===== config.mk =====
export PLATFORM = sky130hd
export DESIGN_NAME = gpio_blink_gen
export DESIGN_NICKNAME = d
export VERILOG_FILES = /design/src/rtl/gpio_blink_pkg.sv /design/src/rtl/blink_dur_regs.sv /design/src/rtl/blink_phase_gen.sv /design/src/rtl/blink_line_mux.sv /design/src/rtl/gpio_blink_gen.sv
export SDC_FILE = /design/constraint.sdc
export NUM_CORES = 1
export LEC_CHECK = 0
export BUFFER_PORTS_ARGS = -buffer_cell sky130_fd_sc_hd__buf_2
export CAP_MARGIN = 10
export CORE_UTILIZATION = 51
export CTS_CLUSTER_DIAMETER = 100
export CTS_CLUSTER_SIZE = 20
export DETAILED_ROUTE_END_ITERATION = 12
export GPL_TIMING_DRIVEN = 0
export PLACE_DENSITY = 0.89
export SETUP_SLACK_MARGIN = 0.3
export SLEW_MARGIN = 20
export SYNTH_ARGS = -nofsm -noshare
export SYNTH_HDL_FRONTEND = slang
export SYNTH_HIERARCHICAL = 1
export SYNTH_SLANG_ARGS = --single-unit

===== constraint.sdc =====
create_clock -name clk -period 4.42 [get_ports clk]
set_clock_uncertainty 0.05 [all_clocks]
set_input_delay 1.105 -clock clk [delete_from_list [all_inputs] [get_ports clk]]
set_output_delay 1.105 -clock clk [all_outputs]
set_load 0.05 [all_outputs]

===== src/rtl/gpio_blink_pkg.sv =====
package gpio_blink_pkg;
    localparam int NUM_SETS  = 2;
    localparam int SET_LSB   = 3;
    localparam int SEL_BIT   = 2;
    localparam int DUR_RESET = 1;

    typedef enum logic {
        PH_ON  = 1'b0,
        PH_OFF = 1'b1
    } blink_phase_e;
endpackage


===== src/rtl/blink_dur_regs.sv =====
module blink_dur_regs
    import gpio_blink_pkg::*;
#(
    parameter int DUR_W  = 32,
    parameter int ADDR_W = 4
) (
    input  logic                               clk,
    input  logic                               rst_n,
    input  logic                               wr_en,
    input  logic [ADDR_W-1:0]                  wr_addr,
    input  logic [DUR_W-1:0]                   wr_data,
    output logic [NUM_SETS-1:0][DUR_W-1:0]     on_dur,
    output logic [NUM_SETS-1:0][DUR_W-1:0]     off_dur
);
    localparam logic [DUR_W-1:0] RST_VAL = DUR_W'(DUR_RESET);

    for (genvar s = 0; s < NUM_SETS; s++) begin : g_set
        logic hit;
        assign hit = wr_en && (wr_addr[SET_LSB] == 1'(s));

        always_ff @(posedge clk) begin
            if (!rst_n) begin
                on_dur[s]  <= RST_VAL;
                off_dur[s] <= RST_VAL;
            end else if (hit) begin
                if (wr_addr[SEL_BIT]) off_dur[s] <= wr_data;
                else                  on_dur[s]  <= wr_data;
            end
        end
    end
endmodule


===== src/rtl/blink_phase_gen.sv =====
module blink_phase_gen
    import gpio_blink_pkg::*;
#(
    parameter int DUR_W = 32
) (
    input  logic             clk,
    input  logic             rst_n,
    input  logic [DUR_W-1:0] on_dur,
    input  logic [DUR_W-1:0] off_dur,
    output logic             wave_o
);
    localparam logic [DUR_W-1:0] ONE = DUR_W'(1);

    blink_phase_e     state_q, state_d;
    logic [DUR_W-1:0] cnt_q, cnt_d;
    logic [DUR_W-1:0] len_q, len_d;
    logic             expire;

    function automatic logic [DUR_W-1:0] clamp(input logic [DUR_W-1:0] v);
        return (v == '0) ? ONE : v;
    endfunction

    // next state: ON_EXPIRE and OFF_EXPIRE
    always_comb begin
        expire  = (cnt_q >= (len_q - ONE));
        state_d = state_q;
        cnt_d   = cnt_q + ONE;
        len_d   = len_q;
        unique case (state_q)
            PH_ON: begin
                if (expire) begin
                    state_d = PH_OFF;
                    cnt_d   = '0;
                    len_d   = clamp(off_dur);
                end
            end
            PH_OFF: begin
                if (expire) begin
                    state_d = PH_ON;
                    cnt_d   = '0;
                    len_d   = clamp(on_dur);
                end
            end
        endcase
    end

    // state register
    always_ff @(posedge clk) begin
        if (!rst_n) begin
            state_q <= PH_ON;
            cnt_q   <= '0;
            len_q   <= clamp(DUR_W'(DUR_RESET));
        end else begin
            state_q <= state_d;
            cnt_q   <= cnt_d;
            len_q   <= len_d;
        end
    end

    // outputs
    always_comb begin
        unique case (state_q)
            PH_ON:  wave_o = 1'b1;
            PH_OFF: wave_o = 1'b0;
        endcase
    end
endmodule


===== src/rtl/blink_line_mux.sv =====
module blink_line_mux
    import gpio_blink_pkg::*;
#(
    parameter int LINES = 32
) (
    input  logic [NUM_SETS-1:0] set_wave,
    input  logic [LINES-1:0]    blink_en,
    input  logic [LINES-1:0]    cnt_sel,
    input  logic [LINES-1:0]    line_oe,
    input  logic [LINES-1:0]    out_val,
    output logic [LINES-1:0]    wave_o,
    output logic [LINES-1:0]    act_o,
    output logic [LINES-1:0]    pin_o
);
    for (genvar i = 0; i < LINES; i++) begin : g_line
        logic sel_wave;
        assign sel_wave  = set_wave[cnt_sel[i]];
        assign act_o[i]  = blink_en[i] & line_oe[i];
        assign wave_o[i] = act_o[i] & sel_wave;
        assign pin_o[i]  = act_o[i] ? sel_wave : out_val[i];
    end
endmodule


===== src/rtl/gpio_blink_gen.sv =====
module gpio_blink_gen
    import gpio_blink_pkg::*;
#(
    parameter int LINES  = 32,
    parameter int DUR_W  = 32,
    parameter int ADDR_W = 4
) (
    input  logic              clk,
    input  logic              rst_n,
    input  logic              wr_en,
    input  logic [ADDR_W-1:0] wr_addr,
    input  logic [DUR_W-1:0]  wr_data,
    input  logic [LINES-1:0]  blink_en,
    input  logic [LINES-1:0]  cnt_sel,
    input  logic [LINES-1:0]  line_oe,
    input  logic [LINES-1:0]  out_val,
    output logic [LINES-1:0]  wave_o,
    output logic [LINES-1:0]  act_o,
    output logic [LINES-1:0]  pin_o
);
    logic [NUM_SETS-1:0][DUR_W-1:0] on_dur;
    logic [NUM_SETS-1:0][DUR_W-1:0] off_dur;
    logic [NUM_SETS-1:0]            set_wave;

    blink_dur_regs #(.DUR_W(DUR_W), .ADDR_W(ADDR_W)) u_regs (
        .clk     (clk),
        .rst_n   (rst_n),
        .wr_en   (wr_en),
        .wr_addr (wr_addr),
        .wr_data (wr_data),
        .on_dur  (on_dur),
        .off_dur (off_dur)
    );

    for (genvar s = 0; s < NUM_SETS; s++) begin : g_gen
        blink_phase_gen #(.DUR_W(DUR_W)) u_gen (
            .clk     (clk),
            .rst_n   (rst_n),
            .on_dur  (on_dur[s]),
            .off_dur (off_dur[s]),
            .wave_o  (set_wave[s])
        );
    end

    blink_line_mux #(.LINES(LINES)) u_mux (
        .set_wave (set_wave),
        .blink_en (blink_en),
        .cnt_sel  (cnt_sel),
        .line_oe  (line_oe),
        .out_val  (out_val),
        .wave_o   (wave_o),
        .act_o    (act_o),
        .pin_o    (pin_o)
    );
endmodule


==> flow_summary.json <==
{
  "grt_max_degree": 21,
  "yosys.area.top_type_share": 0.3564,
  "ys_seq_area_frac": 0.3564,
  "dieArea_um2": 29090,
  "fin_nets": 2160,
  "worst_pin_slew_ns": 0.9743,
  "p_per_area_nw_per_um2": 550.5,
  "maxCapViolations": 0,
  "ant_nets": 0,
  "r2r-start": "g_gen[0].u_gen/len_q[12]$_SDFFE_PN0P_",
  "first_pass_iters": 8,
  "grt_usage": 0.3052,
  "ys_seq_elements": 258,
  "area_delta_synth_final_pct": 22.04,
  "synthTopCellsByArea": "dfxtp_1, mux2i_1, nand2_1",
  "grt_pass1_vias": 12940,
  "violations": "negative setup slack",
  "drv_slew": 0,
  "finalCritPeriodShare": 1.051,
  "worstHoldPathType": "flip-flop to flip-flop",
  "start_util": 0.5202,
  "critPathLaunch": "g_gen[0].u_gen/len_q[12]$_SDFFE_PN0P_",
  "worstPathMaxFanout": 5,
  "worstPathRequired_ns": 4.77,
  "num-fill-cells": 2031,
  "drc_errors": 0,
  "die_w_um": 170.6,
  "stdcell_count": 2306,
  "cts.sinks": 258,
  "io-pin-count": 263,
  "peakVddDrop_mv": 0.4069,
  "crit_path_end": "g_gen[0].u_gen/len_q[0]$_SDFFE_PN1P_",
  "clock.fmax_mhz": 215.3,
  "yosys_warnings": 6,
  "drive_gt1_frac": 0.2473,
  "avgSynthCellArea_um2": 9.057,
  "clockBufferDepth": 3,
  "hold_viol": 0,
  "antenna_found_initial": 10,
  "coreArea_um2": 27860,
  "grt_remaining_overflow": 0,
  "cts_buffers": 16,
  "cts_tree": "built",
  "cts-root-buf": "clkbuf_16",
  "layout_setup_ws_ns": -0.2256,
  "setup_viol": 32,
  "cp-end-kind": "flip-flop",
  "ctsHoldBuffers": 0,
  "seqCellArea_um2": 5176,
  "port_buffers": 259,
  "synth_edf_count": 0,
  "rsz0062_at_grt": "yes",
  "syn_inst": 1600,
  "startpoint_type": "flip-flop",
  "drtIter0Drc": 1354,
  "vias": 14260,
  "via_per_inst": 6.183,
  "relSlewSlack": 0.3445,
  "critPathArrivalTime_ns": 4.99,
  "rr_worst_depth": 18,
  "post-synth-top-area-cell": "dfxtp_1",
  "clkLatencyLatePin_ns": 0.51,
  "path_clk_slew_ns": 0.09,
  "synth-async-reset-ratio": 0,
  "gp_congestion": 0.9341,
  "rows": 61,
  "fin_area_um2": 17690,
  "reg2reg_slack_ns": -0.23,
  "dp_hpwl_mm": 35.43,
  "leakage_nw": 8.322,
  "wl_per_cell_um": 22.25,
  "synth_cell_types": 58,
  "syn_area_um2": 14490,
  "grt_pass1_wl_mm": 69.50,
  "ys.flop_type": "dfxtp_1",
  "post-route-min-period_ns": 4.646,
  "htreeDepth": 1,
  "crit_type": "flip-flop to flip-flop",
  "die_height_um": 170.6,
  "r2r_end": "g_gen[0].u_gen/len_q[0]$_SDFFE_PN1P_",
  "routed_wl_mm": 51.32,
  "multi_input_comb_area_um2": 9169,
  "synth_nets": 1839,
  "dpl_cell_area_um2": 16330,
  "status": "complete, but fails checks",
  "place_inst": 2237,
  "synthTopCellsByCount": "nand2_1, dfxtp_1, mux2i_1",
  "yosysMostFrequentCell": "nand2_1"
}
-- layout make-up --
cell class / count / share of cell area
Timing Repair Buffer: 302 / 0.09565
Multi-Input combinational cell: 1250 / 0.5184
Inverter: 11 / 0.002335
Clock buffer: 18 / 0.02483
Antenna cell: 7 / 0.0009904
Buffer: 82 / 0.03834
Tap cell: 378 / 0.02674
Sequential cell: 258 / 0.2927
-- flip-flops by register name (all words and copies together) (netlist names) --
name                 cells
g_gen.u_gen/state_q      2
g_gen.u_gen/cnt_q       64
u_regs/off_dur          64
g_gen.u_gen/len_q       64
u_regs/on_dur           64
-- layout by cell type (no fill, tap or decap), types with 6 or more instances in the layout --
master     netlist  routed
buf_2           16     276
dfxtp_1        258     251
nand2_1        272     246
mux2i_1        222     222
a21oi_1         88      87
xor2_1          70      70
nor2_1          73      69
ha_1            72      68
o211a_1         63      63
xnor2_1         47      46
nor2b_1         39      39
nor4_1          39      36
and2_1          37      36
nand4_1         33      33
nand3_1         32      32
buf_4            4      31
buf_6            9      29
nor3_1          42      27
clkbuf_1        37      18
nor3_2          10      18
clkbuf_16        0      17
nand2_2          0      16
and3_1          15      15
o21ai_0         14      13
buf_8            6      12
nand3b_1        10      10
inv_1           10      10
nand2_4          0      10
or3_1           10       9
and4_1           8       8
diode_2          0       7
nor3_4           0       7
buf_1            7       7
or4_4            5       6
nand2b_1         6       6
dfxtp_2          0       6
-- what timing repair did --
action / 4_1_cts / 5_1_grt
gates resized for setup: 39 / 139
gates cloned: 2 / 4
pin swaps: 15 / 26
setup endpoints to repair: 85 / 95
buffers inserted: 19 / 19
-- logic make-up (layout without fill, tap and decap cells) --
kind of cell,count (synthesis),in the layout,share of synthesized area
other cells,0,7,0
fa+ha+maj,72,72,0.06217
xor+xnor,117,117,0.07071
buf+inv,93,413,0.03920
simple gates,651,652,0.2272
flops,258,258,0.3564
mux,222,222,0.1533
compound gates,187,187,0.09100
-- layer usage --
| layer | GRT usage | vias up | share of wire |
|---|---|---|---|
| li1 | - | 6325 | - |
| met1 | 0.3585 | 6729 | 0.36 |
| met2 | 0.5365 | 950 | 0.48 |
| met3 | 0.04118 | 254 | 0.091 |
| met4 | 0.1669 | 0 | 0.069 |
| met5 | 0 | - | 0 |
-- worst max-delay path: stages (launching register included) --
cell	delay, ns
dfxtp_2	0.33
or4_4	0.56
or3_4	0.43
buf_4	0.16
nor3_4	0.26
buf_4	0.17
nand2_1	0.05
xor2_1	0.15
ha_1	0.30
nand4_1	0.25
nor4_4	0.25
o211a_1	0.22
o41a_1	0.22
clkbuf_8	0.16
nor2_4	0.05
ha_4	0.18
nor2_4	0.20
o311ai_0	0.31
o211ai_1	0.24
-- how the worst min path moves through the flow --
| stage | start | end | slack, ns | cells after the start |
|---|---|---|---|---|
| after floorplan | g_gen[1].u_gen/cnt_q[0]$_SDFF_PP0_ | g_gen[1].u_gen/cnt_q[0]$_SDFF_PP0_ | 0.38 | 1 |
| after global placement | g_gen[1].u_gen/cnt_q[0]$_SDFF_PP0_ | g_gen[1].u_gen/cnt_q[0]$_SDFF_PP0_ | 0.39 | 1 |
| after CTS | g_gen[1].u_gen/cnt_q[0]$_SDFF_PP0_ | g_gen[1].u_gen/cnt_q[0]$_SDFF_PP0_ | 0.42 | 1 |
| after detailed placement | g_gen[1].u_gen/cnt_q[0]$_SDFF_PP0_ | g_gen[1].u_gen/cnt_q[0]$_SDFF_PP0_ | 0.40 | 1 |
| final | g_gen[1].u_gen/cnt_q[0]$_SDFF_PP0_ | g_gen[1].u_gen/cnt_q[0]$_SDFF_PP0_ | 0.42 | 1 |
| after global routing | g_gen[1].u_gen/cnt_q[0]$_SDFF_PP0_ | g_gen[1].u_gen/cnt_q[0]$_SDFF_PP0_ | 0.44 | 1 |
-- stage by stage --
step           hold slack [ns]  worst slack (ns)  total power, W  utilization  setup TNS [ns]
2_1_floorplan           0.3797            0.3053        0.005723            -               0
3_3_place_gp            0.3921           -0.2846        0.006491       0.5863          -13.01
3_5_place_dp            0.4041           -0.4200        0.006704       0.5863          -22.10
4_1_cts                 0.4226           0.03002        0.008539       0.6123               0
5_1_grt                 0.4407           -0.3564         0.01008       0.6349          -9.603
6_report                0.4250           -0.2256        0.009735       0.6349          -5.104
-- report_power, final --
part,switching (W),internal (W)
combinational,0.00303,0.00230
sequential,0.000334,0.00259
clock,0.000779,0.000704
Note: power is estimated with default switching activity, not from simulation.
